`src/rtl/sysop_pkg.sv`:
```
package sysop_pkg;

    localparam int LVL_W = 2;
    localparam int CLS_W = 4;

    typedef logic [LVL_W-1:0] lvl_t;

    typedef enum logic [CLS_W-1:0] {
        CLS_PLAIN    = 4'd0,
        CLS_INT_OFF  = 4'd1,
        CLS_INT_ON   = 4'd2,
        CLS_PORT_IO  = 4'd3,
        CLS_TBL_LOAD = 4'd4,
        CLS_CTRL_MOV = 4'd5,
        CLS_HALT     = 4'd6,
        CLS_MSR      = 4'd7,
        CLS_TLB_INV  = 4'd8,
        CLS_IOPL_WR  = 4'd9
    } op_class_e;

    typedef enum logic [1:0] {
        RULE_NONE  = 2'd0,
        RULE_IOPL  = 2'd1,
        RULE_RING0 = 2'd2
    } rule_e;

    typedef struct packed {
        rule_e rule;
        logic  flag_wr;
        logic  flag_val;
        logic  iopl_wr;
    } op_attr_t;

    typedef struct packed {
        logic permit;
        logic fault;
    } verdict_t;

    function automatic op_attr_t classify(input logic [CLS_W-1:0] cls);
        op_attr_t a;
        a = '{rule: RULE_NONE, flag_wr: 1'b0, flag_val: 1'b0, iopl_wr: 1'b0};
        case (cls)
            CLS_INT_OFF: begin
                a.rule    = RULE_IOPL;
                a.flag_wr = 1'b1;
            end
            CLS_INT_ON: begin
                a.rule     = RULE_IOPL;
                a.flag_wr  = 1'b1;
                a.flag_val = 1'b1;
            end
            CLS_PORT_IO: a.rule = RULE_IOPL;
            CLS_TBL_LOAD, CLS_CTRL_MOV, CLS_HALT,
            CLS_MSR, CLS_TLB_INV: a.rule = RULE_RING0;
            CLS_IOPL_WR: begin
                a.rule    = RULE_RING0;
                a.iopl_wr = 1'b1;
            end
            default: a.rule = RULE_NONE;
        endcase
        return a;
    endfunction

endpackage

```
`src/rtl/sysop_classify.sv`:
```
module sysop_classify
    import sysop_pkg::*;
(
    input  logic [CLS_W-1:0] cls,
    output op_attr_t         attr
);
    always_comb attr = classify(cls);
endmodule

```
`src/rtl/sysop_verdict.sv`:
```
module sysop_verdict
    import sysop_pkg::*;
(
    input  logic     valid,
    input  lvl_t     cpl,
    input  lvl_t     iopl,
    input  rule_e    rule,
    output verdict_t verdict
);
    logic ring0;
    logic io_ok;
    logic allowed;

    always_comb begin
        ring0 = (cpl == '0);
        io_ok = ring0 || (iopl >= cpl);
        case (rule)
            RULE_IOPL:  allowed = io_ok;
            RULE_RING0: allowed = ring0;
            default:    allowed = 1'b1;
        endcase
        verdict.permit = valid & allowed;
        verdict.fault  = valid & ~allowed;
    end
endmodule

```
`src/rtl/sysop_state.sv`:
```
module sysop_state
    import sysop_pkg::*;
(
    input  logic     clk,
    input  logic     rst,
    input  verdict_t verdict,
    input  logic     flag_wr,
    input  logic     flag_val,
    input  logic     iopl_wr,
    input  lvl_t     iopl_wdata,
    output logic     int_flag,
    output lvl_t     iopl
);
    always_ff @(posedge clk) begin
        if (rst) begin
            int_flag <= 1'b0;
            iopl     <= '0;
        end else if (verdict.permit) begin
            if (flag_wr) int_flag <= flag_val;
            if (iopl_wr) iopl     <= iopl_wdata;
        end
    end


    flag_update_chk: assert property (@(posedge clk) disable iff (rst)
        (verdict.permit && flag_wr) |=> (int_flag == $past(flag_val)));


    deny_hold_chk: assert property (@(posedge clk) disable iff (rst)
        verdict.fault |=> ($stable(int_flag) && $stable(iopl)));
endmodule

```
`src/rtl/sysop_gate.sv`:
```
module sysop_gate
    import sysop_pkg::*;
(
    input  logic             clk,
    input  logic             rst,
    input  logic             op_valid,
    input  logic [LVL_W-1:0] cs_sel_lo,
    input  logic [CLS_W-1:0] op_class,
    input  logic [LVL_W-1:0] iopl_wdata,
    output logic             op_permit,
    output logic             op_gpfault,
    output logic             int_flag
);
    op_attr_t attr;
    verdict_t verdict;
    lvl_t     iopl;

    sysop_classify u_classify (
        .cls  (op_class),
        .attr (attr)
    );

    sysop_verdict u_verdict (
        .valid   (op_valid),
        .cpl     (cs_sel_lo),
        .iopl    (iopl),
        .rule    (attr.rule),
        .verdict (verdict)
    );

    sysop_state u_state (
        .clk        (clk),
        .rst        (rst),
        .verdict    (verdict),
        .flag_wr    (attr.flag_wr),
        .flag_val   (attr.flag_val),
        .iopl_wr    (attr.iopl_wr),
        .iopl_wdata (iopl_wdata),
        .int_flag   (int_flag),
        .iopl       (iopl)
    );

    assign op_permit  = verdict.permit;
    assign op_gpfault = verdict.fault;


    one_verdict_chk: assert property (@(posedge clk) disable iff (rst)
        op_valid |-> $onehot({op_permit, op_gpfault}));


    idle_quiet_chk: assert property (@(posedge clk) disable iff (rst)
        !op_valid |-> !(op_permit || op_gpfault));


    strict_ring_chk: assert property (@(posedge clk) disable iff (rst)
        (op_valid && cs_sel_lo != '0 && op_class >= CLS_TBL_LOAD
         && op_class <= CLS_IOPL_WR) |-> op_gpfault);


    plain_pass_chk: assert property (@(posedge clk) disable iff (rst)
        (op_valid && (op_class == CLS_PLAIN || op_class > CLS_IOPL_WR)) |-> op_permit);


    iopl_write_chk: assert property (@(posedge clk) disable iff (rst)
        (op_valid && op_permit && op_class == CLS_IOPL_WR) |=> (iopl == $past(iopl_wdata)));
endmodule

```
`config.mk`:
```
export PLATFORM = sky130hd
export DESIGN_NAME = sysop_gate
export DESIGN_NICKNAME = d
export VERILOG_FILES = /design/src/rtl/sysop_pkg.sv /design/src/rtl/sysop_classify.sv /design/src/rtl/sysop_verdict.sv /design/src/rtl/sysop_state.sv /design/src/rtl/sysop_gate.sv
export SDC_FILE = /design/constraint.sdc
export NUM_CORES = 1
export LEC_CHECK = 0
export ABC_CLOCK_PERIOD_IN_PS = 1850
export CORE_AREA = 10 10 47 49
export DETAILED_ROUTE_END_ITERATION = 10
export DIE_AREA = 0 0 57 59
export DONT_BUFFER_PORTS = 1
export PLACE_DENSITY_LB_ADDON = 0.12
export SETUP_SLACK_MARGIN = 0.05
export SYNTH_ARGS = -nofsm -noshare
export SYNTH_HDL_FRONTEND = slang
export SYNTH_SLANG_ARGS = --single-unit
```
`constraint.sdc`:
```
create_clock -name clk -period 1.85 [get_ports clk]
set_input_delay 0.37 -clock clk [delete_from_list [all_inputs] [get_ports clk]]
set_output_delay 0.37 -clock clk [all_outputs]
set_load 0.02 [all_outputs]
```
==> results.md, run 1 <==
Clock tree:
- The total clock buffers created by CTS is 3.
- Clock latency on the worst-skew pair, taken at its later pin, is 0.23 ns.
- The longest clock path from root to sink contains 2 buffers.
- The TritonCTS clock tree is done.
- The CTS H-tree depth is 1.
- After clock tree synthesis, the clock-pin slew on the worst setup and hold paths is 0.04 ns.
- The master cell of the clock root buffer is clkbuf_4.
- For this design, the sink count on the clock tree is 3.
- For this design, the CTS-stage hold fixing added 0 buffers.

Synth:
- The mapped netlist covers 313 µm².
- The post-synthesis cell type count is 18.
- Among all flip-flop cells after synthesis, the most frequent one is dfxtp_1.
- The synthesized design contains 3 register bits.
- Yosys instantiated no cell more often than nor2_1.
- The number of warning messages in the yosys log is 0.
- The post-synthesis average cell area is 8.94 µm².
- Yosys attributes the largest share of cell area to dfxtp_1 (19%), ha_1 (16%), mux2i_1 (9.6%).
- By count the netlist is led by nor2_1 (6), inv_1 (5), ha_1 (4), dfxtp_1 (3), mux2i_1 (3).
- The top cell type by total area after synthesis is dfxtp_1.
- In the synthesized netlist the async set-or-reset flop fraction comes to 0.
- The sequential share of the synthesized area is 0.192.
- The synthesized net count is 50.
- Of the post-synthesis cell area, the dominant cell type holds 0.192.
- The number of instances in the synthesized netlist is 35.
- Yosys mapped a number of flops with a built-in enable equal to 0.

Placement:
- The port buffer count is 0.
- The post-DP HPWL is 737 µm.
- OpenSTA, run right after detailed placement, puts the worst setup slack at -0.0523 ns.
- Routability-driven placement finished with a final weighted congestion of 0.705.

Setup path:
- The worst endpoint required time is 1.48 ns.
- On the worst path, the slowest cell contributes a delay of 0.38 ns.
- The arrival time reported for the critical path endpoint is 1.58 ns.
- Walking the worst path, the cells encountered are inv_2 -> ha_4 -> nand2b_4 -> a2111oi_4 -> nor3_2 -> buf_4.
- STA classifies the critical path startpoint as a flip-flop.
- In this run the worst path has a maximum fanout of 3.
- The number of cells on the worst reg-to-reg path is 8.
- The largest individual stage delay along the critical path comes from the cell a2111oi_4.
- The destination of the worst register-to-register timing path is u_state.int_flag$_SDFFE_PP0P_.
- The reg-to-reg setup timing slack is 0.19 ns.
- The startpoint-to-endpoint class of the critical path is reg2out.
- The startpoint of the worst register-to-register path is u_state.iopl[0]$_SDFFE_PP0P_.
- The nature of the critical path endpoint is an output port.

STA:
- The number of endpoints failing setup at the final stage is 2.
- The share of the cycle needed by the critical path after routing is 1.06.
- The smallest clock period supported by the final layout is computed as 1.95 ns.
- The number of failing hold endpoints at the final stage is 0.
- The final-report max-slew violation count is 0.
- The maximum achievable frequency is 512 MHz.
- Setup slack on the critical path of the routed design comes to -0.104 ns.
- The transition time at the pin with the least slew margin is 0.369 ns.
- The worst pin sits at a relative slew slack of 0.754.
- Setup repair after global routing could not meet its margin everywhere.
- The setup clock skew after layout is 0.00212 ns.

Global routing:
- The via count of the first global-routing pass was 331.
- The largest net degree at the start of global routing is 5.
- For this run, global-route usage on met3 was measured as 0.0451.
- The layer with the highest usage is met2.
- The initial antenna violation count is 0.
- The global-route met1 utilization is 0.0426.
- The remaining global-route overflow is 0.
- The total routing usage reported by global routing is 0.0574.
- The met2 usage in global routing is 0.0992.
- The wire length of the first global-routing pass is 1450 µm.

Power:
- Across the VDD grid, the largest voltage drop is 0.000276 V.
- The switching share of total power is 0.284.
- The analysis attributes to net switching a power of 0.0765 mW.
- The part of the total power dissipated in the clock network is 0.419.
- Of the total power, registers draw 0.254.
- Of the total power, combinational logic draws 0.327.
- The overall power after layout is 0.270 mW.
- The static leakage power is 0.172 nW.
- The total power density per cell area is 604 nW/µm².
- The internal cell power is 0.193 mW.

Hold path:
- The worst hold path begins at rst.
- Counting instances, the worst hold path has a depth of 1.
- The worst hold path belongs to the class in2reg.
- The path with the worst hold slack has its endpoint at u_state.iopl[0]$_SDFFE_PP0P_.

Cells and area:
- Of the cells placed in the final design, the portion with a size suffix greater than 1 is 0.568.
- The repair_antennas step left the layout with diodes totalling 0.
- The share of the core filled with cells in the final layout is 0.319.
- Compared with the post-synthesis result, the final layout area differs by 42.8%.
- After the last flow step, the layout net total stands at 60.

Floorplan:
- The die covers 3360 µm².
- Row generation in the floorplan step produced 14 rows.
- The initial cell density of the core is 0.223.
- The horizontal extent of the die is 57 µm.
- Measured along the y axis, the die boundary spans 59 µm.
- Pin placement for this block handled 14 I/O pins.
- The region available for standard cell placement spans 1400 µm².

Routing:
- In this run the remaining antenna-violating nets after routing total 0.
- The post-detailed-routing wire length is 829 µm.
- After the first detailed-routing iteration, the DRC count stood at 2.
- The number of vias after detailed routing is 273.
- In the routed layout, each cell is associated on average with a via count of 4.55.
- After detailed routing, the number of remaining DRC violations is 0.
- The routed length per instance is 13.8 µm.
- The first TritonRoute pass finished after 2 iterations.

Flow run:
- Max-cap violations in this run came to 0.

Run status:
- The run finished, with violations left.
- The checks that failed: setup timing.
==> worst max-delay path by stage <==
| stage | start | endpoint | depth (start not counted) |
|---|---|---|---|
| floorplan | op_class[3] | op_gpfault | 6 |
| global placement | op_class[3] | op_gpfault | 6 |
| detailed placement | op_class[3] | op_gpfault | 6 |
| CTS | u_state.iopl[0]$_SDFFE_PP0P_ | op_gpfault | 6 |
| global route | u_state.iopl[0]$_SDFFE_PP0P_ | op_permit | 6 |
| finish | u_state.iopl[0]$_SDFFE_PP0P_ | op_permit | 6 |
==> metrics by stage <==
stage	hold slack, ns	std cells	setup TNS [ns]	cell area (µm²)
finish	0.201	60	-0.206	447
global route	0.181	60	-0.393	447
CTS	0.193	61	-0.237	454
detailed placement	0.443	56	-0.0714	419
global placement	0.442	56	-0.0414	419
floorplan	0.439	35	-0.00805	362
==> cell type report <==
| cell class | count | area (µm²) |
|---|---|---|
| Inverter | 5 | 18.8 |
| Tap cell | 16 | 20.0 |
| Clock buffer | 4 | 26.3 |
| Sequential cell | 3 | 61.3 |
| Multi-Input combinational cell | 27 | 283 |
| Timing Repair Buffer | 5 | 37.5 |
| Fill cell | 157 | 955 |
==> layer usage <==
metal | part of all wire | vias to the layer above
li1 | - | 141
met1 | 0.34 | 125
met2 | 0.56 | 7
met3 | 0.099 | 0
met4 | 0 | 0
met5 | 0 | -
==> what timing repair did <==
item / 4_1_cts / 5_1_grt
resized for setup: 2 / 0
endpoints found under the setup margin: 2 / 3
pin swaps: 3 / 2
setup buffers: 1 / 1
==> flip-flops by register name, indices dropped and copies added (netlist names) <==
signal	cells
u_state.iopl	2
u_state.int_flag	1
==> power by group through the flow <==
stage | clock network (mW) | registers (mW) | logic, mW
after CTS | 0.118 | 0.0685 | 0.0954
final | 0.113 | 0.0684 | 0.0883
after global placement | 0 | 0.0695 | 0.0873
after global routing | 0.131 | 0.0686 | 0.0972
after floorplan | 0 | 0.0691 | 0.0633
after detailed placement | 0 | 0.0695 | 0.0898
==> cells in the final DEF (no fill, tap or decap) <==
cell type / count
nand3_1: 2
nand4_1: 1
nor2_2: 3
ha_1: 1
nand2b_4: 1
a21oi_1: 1
inv_1: 3
nor3_2: 2
a211oi_2: 1
mux2_4: 1
dfxtp_2: 1
clkbuf_4: 3
o21ai_0: 1
clkbuf_1: 1
inv_2: 2
a2111oi_4: 1
dfxtp_1: 2
ha_2: 1
nor2_1: 3
nor2_4: 2
ha_4: 2
mux2i_1: 3
o21a_1: 1
buf_4: 5
==> critical path, delay by kind of cell (launching register included) <==
family / cells / cell delay (ns)
flops: 1 / 0.32
fa+ha+maj: 1 / 0.20
compound gates: 1 / 0.38
buf+inv: 2 / 0.22
simple gates: 2 / 0.23
==> cell families (layout without fill, tap and decap cells) <==
logic type / Yosys count / count (layout) / share of synthesized area
and+or+nand+nor: 14 / 14 / 0.272
muxes: 4 / 4 / 0.132
AOI/OAI and AO/OA: 5 / 5 / 0.184
DFF: 3 / 3 / 0.192
buffers and inverters: 5 / 14 / 0.0600
adders and majority gates: 4 / 4 / 0.160
No activity file was read; power rests on OpenSTA's default activity.
==> inputs of run 2 (changes only) <==
--- a/config.mk
+++ b/config.mk
@@ -11,6 +11,7 @@
 export DIE_AREA = 0 0 57 59
 export DONT_BUFFER_PORTS = 1
 export PLACE_DENSITY_LB_ADDON = 0.12
+export REMOVE_ABC_BUFFERS = 1
 export SETUP_SLACK_MARGIN = 0.05
 export SYNTH_ARGS = -nofsm -noshare
 export SYNTH_HDL_FRONTEND = slang
==> run 2 against run 1 <==
The run still ends with setup timing left. Maximum frequency decreased by 0.87%. Sequential share of layout area fell by 0.66 points. Largest power group unchanged. Via count rose by 4.0%. Routed wire length decreased by 8.4%. Hold slack worse by 0.012 ns. Combinational power rose by 13%. Worst setup slack got worse by 0.017 ns. Sequential power barely moved. Clock power is 4% higher. Non-clock buffer count is 4 higher. Utilization is 1.6 points higher.
==> results.md, run 2 (synthesis gave the netlist of run 1 again) <==
Run status:
- The run finished, with violations left.
- The checks that failed: setup timing.

STA:
- The setup clock skew after layout is 0.00308 ns (+0.000965 ns).
- Setup repair after global routing could not meet its margin everywhere.
- The tightest slew margin relative to the limit is 0.783 (+0.0290).
- The number of failing hold endpoints at the final stage is 0 (unchanged).
- The number of endpoints failing setup at the final stage came to 2 (unchanged).
- The time the final worst path needs with I/O delays and setup is 1.97 ns (+0.0172 ns).
- The transition time at the pin with the least slew margin came to 0.326 ns (-0.0435 ns).
- The maximum achievable frequency came to 507 MHz (-0.87%).
- The final-report max-slew violation count is 0 (unchanged).
- The slack of the critical path is -0.121 ns (-0.0172 ns).
- The share of the cycle needed by the critical path after routing is 1.07 (+0.00932).

Setup path:
- STA classifies the critical path endpoint as an output port.
- The startpoint of the worst register-to-register path is u_state.iopl[0]$_SDFFE_PP0P_.
- The most critical setup path has its startpoint at u_state.iopl[0]$_SDFFE_PP0P_.
- The end point of the critical path is op_gpfault.
- The worst setup path is launched from a flip-flop.
- The arrival time reported for the critical path endpoint is 1.60 ns (+0.02 ns).
- The top fanout value on the critical path is 3 (unchanged).
- The depth of the worst register-to-register path is 9 (+1).
- The destination of the worst register-to-register timing path is u_state.int_flag$_SDFFE_PP0P_.
- The critical path is of the reg2out type.
- The reg-to-reg setup timing slack is 0.17 ns (-0.02 ns).
- The worst endpoint required time is 1.48 ns (about the same).

Floorplan:
- The y dimension of the die is 59 µm (unchanged).
- The initial cell density of the core came to 0.223 (unchanged).
- The number of placement rows is 14 (unchanged).
- The die area is 3360 µm² (unchanged).
- The count of boundary I/O pins is 14 (unchanged).
- The area of the core region was 1400 µm² (unchanged).
- The horizontal extent of the die is 57 µm (unchanged).

Clock tree:
- The number of buffers between clock root and the deepest sink was 2 (unchanged).
- The clock latency at the later pin of the worst-skew pair is 0.23 ns (about the same).
- The CTS H-tree depth is 1 (unchanged).
- The clock-pin transition on the worst setup and hold timing paths is 0.04 ns (about the same).
- The clock sink count was 3 (unchanged).
- The total clock buffers created by CTS was 3 (unchanged).
- The post-cts hold buffer count is 0 (unchanged).
- The TritonCTS clock tree is done.
- Clock tree synthesis selected as its root buffer the cell clkbuf_4.

Power:
- The overall power after layout was 0.286 mW (+6.0%).
- The total power density per cell area was 609 nW/µm² (+0.87%).
- The worst ir drop on vdd came to 0.000216 V (-22%).
- The static leakage power is 0.190 nW (+10%).

Cells and area:
- The area of the multi-input gates is 272 µm² (-4.0%).
- The number of inserted diodes is 0 (unchanged).
- The storage element area came to 61.3 µm² (unchanged).
- The share of the core filled with cells in the final layout is 0.335 (+0.0161).
- The library cells used most frequently in the layout, excluding fill and tap cells, are buf_4 (8), nor2_1 (5), inv_1 (3), mux2i_1 (3), clkbuf_4 (3).
- From synthesis to final layout, the design area changed by 50.0%.
- The register bank with the most flops is u_state.iopl.
- The fraction of final layout cells sized beyond drive strength 1 is 0.521 (-0.0473).
- The count of filler cells inserted in the layout is 156 (-0.64%).
- The largest registers in the layout are u_state.iopl x2, u_state.int_flag x1.
- The library cell used most frequently in the layout, excluding fill and tap cells, is buf_4.
- The final net count was 64 (+6.7%).
- The design area is 469 µm² (+5.0%).
- The number of flip-flops under the largest register name came to 2 (unchanged).

Routing:
- The number of routed nets with antenna violations was 0 (unchanged).
- The number of optimization iterations in the first detailed-route pass came to 1 (-1).
- The starting DRC count in detailed routing came to 0 (-2).
- The post-detailed-routing wire length was 759 µm (-8.4%).
- The number of vias after detailed routing is 284 (+4.0%).
- The detailed-route DRC error count was 0 (unchanged).
- The routed length per instance is 11.9 µm (-14%).
- The routed via count divided by cell count was 4.44 (-2.5%).

Global routing:
- The largest net degree at the start of global routing is 5 (unchanged).
- The total routing usage reported by global routing was 0.0530 (-0.00438).
- The initial antenna violation count is 0 (unchanged).
- The remaining global-route overflow was 0 (unchanged).
- The via count of the first global-routing pass is 368 (+11%).
- The wire length of the first global-routing pass is 1520 µm (+4.8%).

Placement:
- The routability-driven placement congestion ratio came to 0.654 (-7.2%).
- The placed cell area came to 378 µm² (-9.9%).
- The port buffer count is 0 (unchanged).

Hold path:
- The min-delay analysis places its worst path in the category in2reg.
- The worst hold path begins at rst.

Flow run:
- The number of max-cap violations came to 0 (unchanged).
==> run 2: cell count changes in the layout (fill, tap and decap cells not counted) <==
cell,previous run,this run
nor3_4,0,1
nor3_1,0,1
ha_1,1,2
nor3_2,2,0
nor2_1,3,5
nor2_4,2,1
nor2_2,3,2
buf_6,0,1
ha_2,1,0
buf_4,5,8
==> run 2: worst min-delay path by stage <==
stage | slack [ns] | cells past startpoint | endpoint
floorplan | 0.44 | 1 | u_state.int_flag$_SDFFE_PP0P_
global placement | 0.44 | 1 | u_state.int_flag$_SDFFE_PP0P_
detailed placement | 0.45 | 1 | u_state.iopl[0]$_SDFFE_PP0P_
CTS | 0.19 | 1 | u_state.iopl[0]$_SDFFE_PP0P_
global route | 0.19 | 1 | u_state.iopl[0]$_SDFFE_PP0P_
finish | 0.19 | 1 | u_state.iopl[0]$_SDFFE_PP0P_
==> run 2: cell type report <==
class	instances	share of cell area
Multi-Input combinational cell	27	0.579
Clock buffer	4	0.0560
Tap cell	16	0.0427
Inverter	5	0.0400
Timing Repair Buffer	9	0.152
Sequential cell	3	0.131
==> run 2: routing by layer <==
metal	vias to the layer above	wire, µm	track usage
li1	147	-	-
met1	126	299	0.0578
met2	11	363	0.0806
met3	0	95	0.0343
met4	0	0	0.0201
met5	-	0	0
==> run 2: power breakdown <==
group	switching, mW	internal (mW)
clock network	0.0367	0.0810
registers	0.00208	0.0663
logic	0.0419	0.0578
==> run 2: stage by stage <==
| step | setup WS [ns] | std cells | setup TNS (ns) | hold slack, ns |
|---|---|---|---|---|
| finish | -0.121 | 64 | -0.204 | 0.188 |
| global route | -0.238 | 64 | -0.413 | 0.186 |
| CTS | -0.187 | 65 | -0.364 | 0.189 |
| detailed placement | -0.215 | 57 | -0.621 | 0.445 |
| global placement | -0.210 | 57 | -0.551 | 0.441 |
| floorplan | -0.272 | 35 | -0.415 | 0.439 |
==> run 2: worst max-delay path: stages (launching register included) <==
cell       delay [ns]
dfxtp_2          0.32
inv_2            0.04
ha_4             0.19
nand2b_4         0.14
a2111oi_4        0.35
nor2_2           0.06
nor2_1           0.10
buf_4            0.15
==> run 2: timing repair <==
action                                  CTS  global route
endpoints found under the setup margin    2             5
resized for setup                         8             3
buffers inserted                          4             4
pin swaps                                 5             8
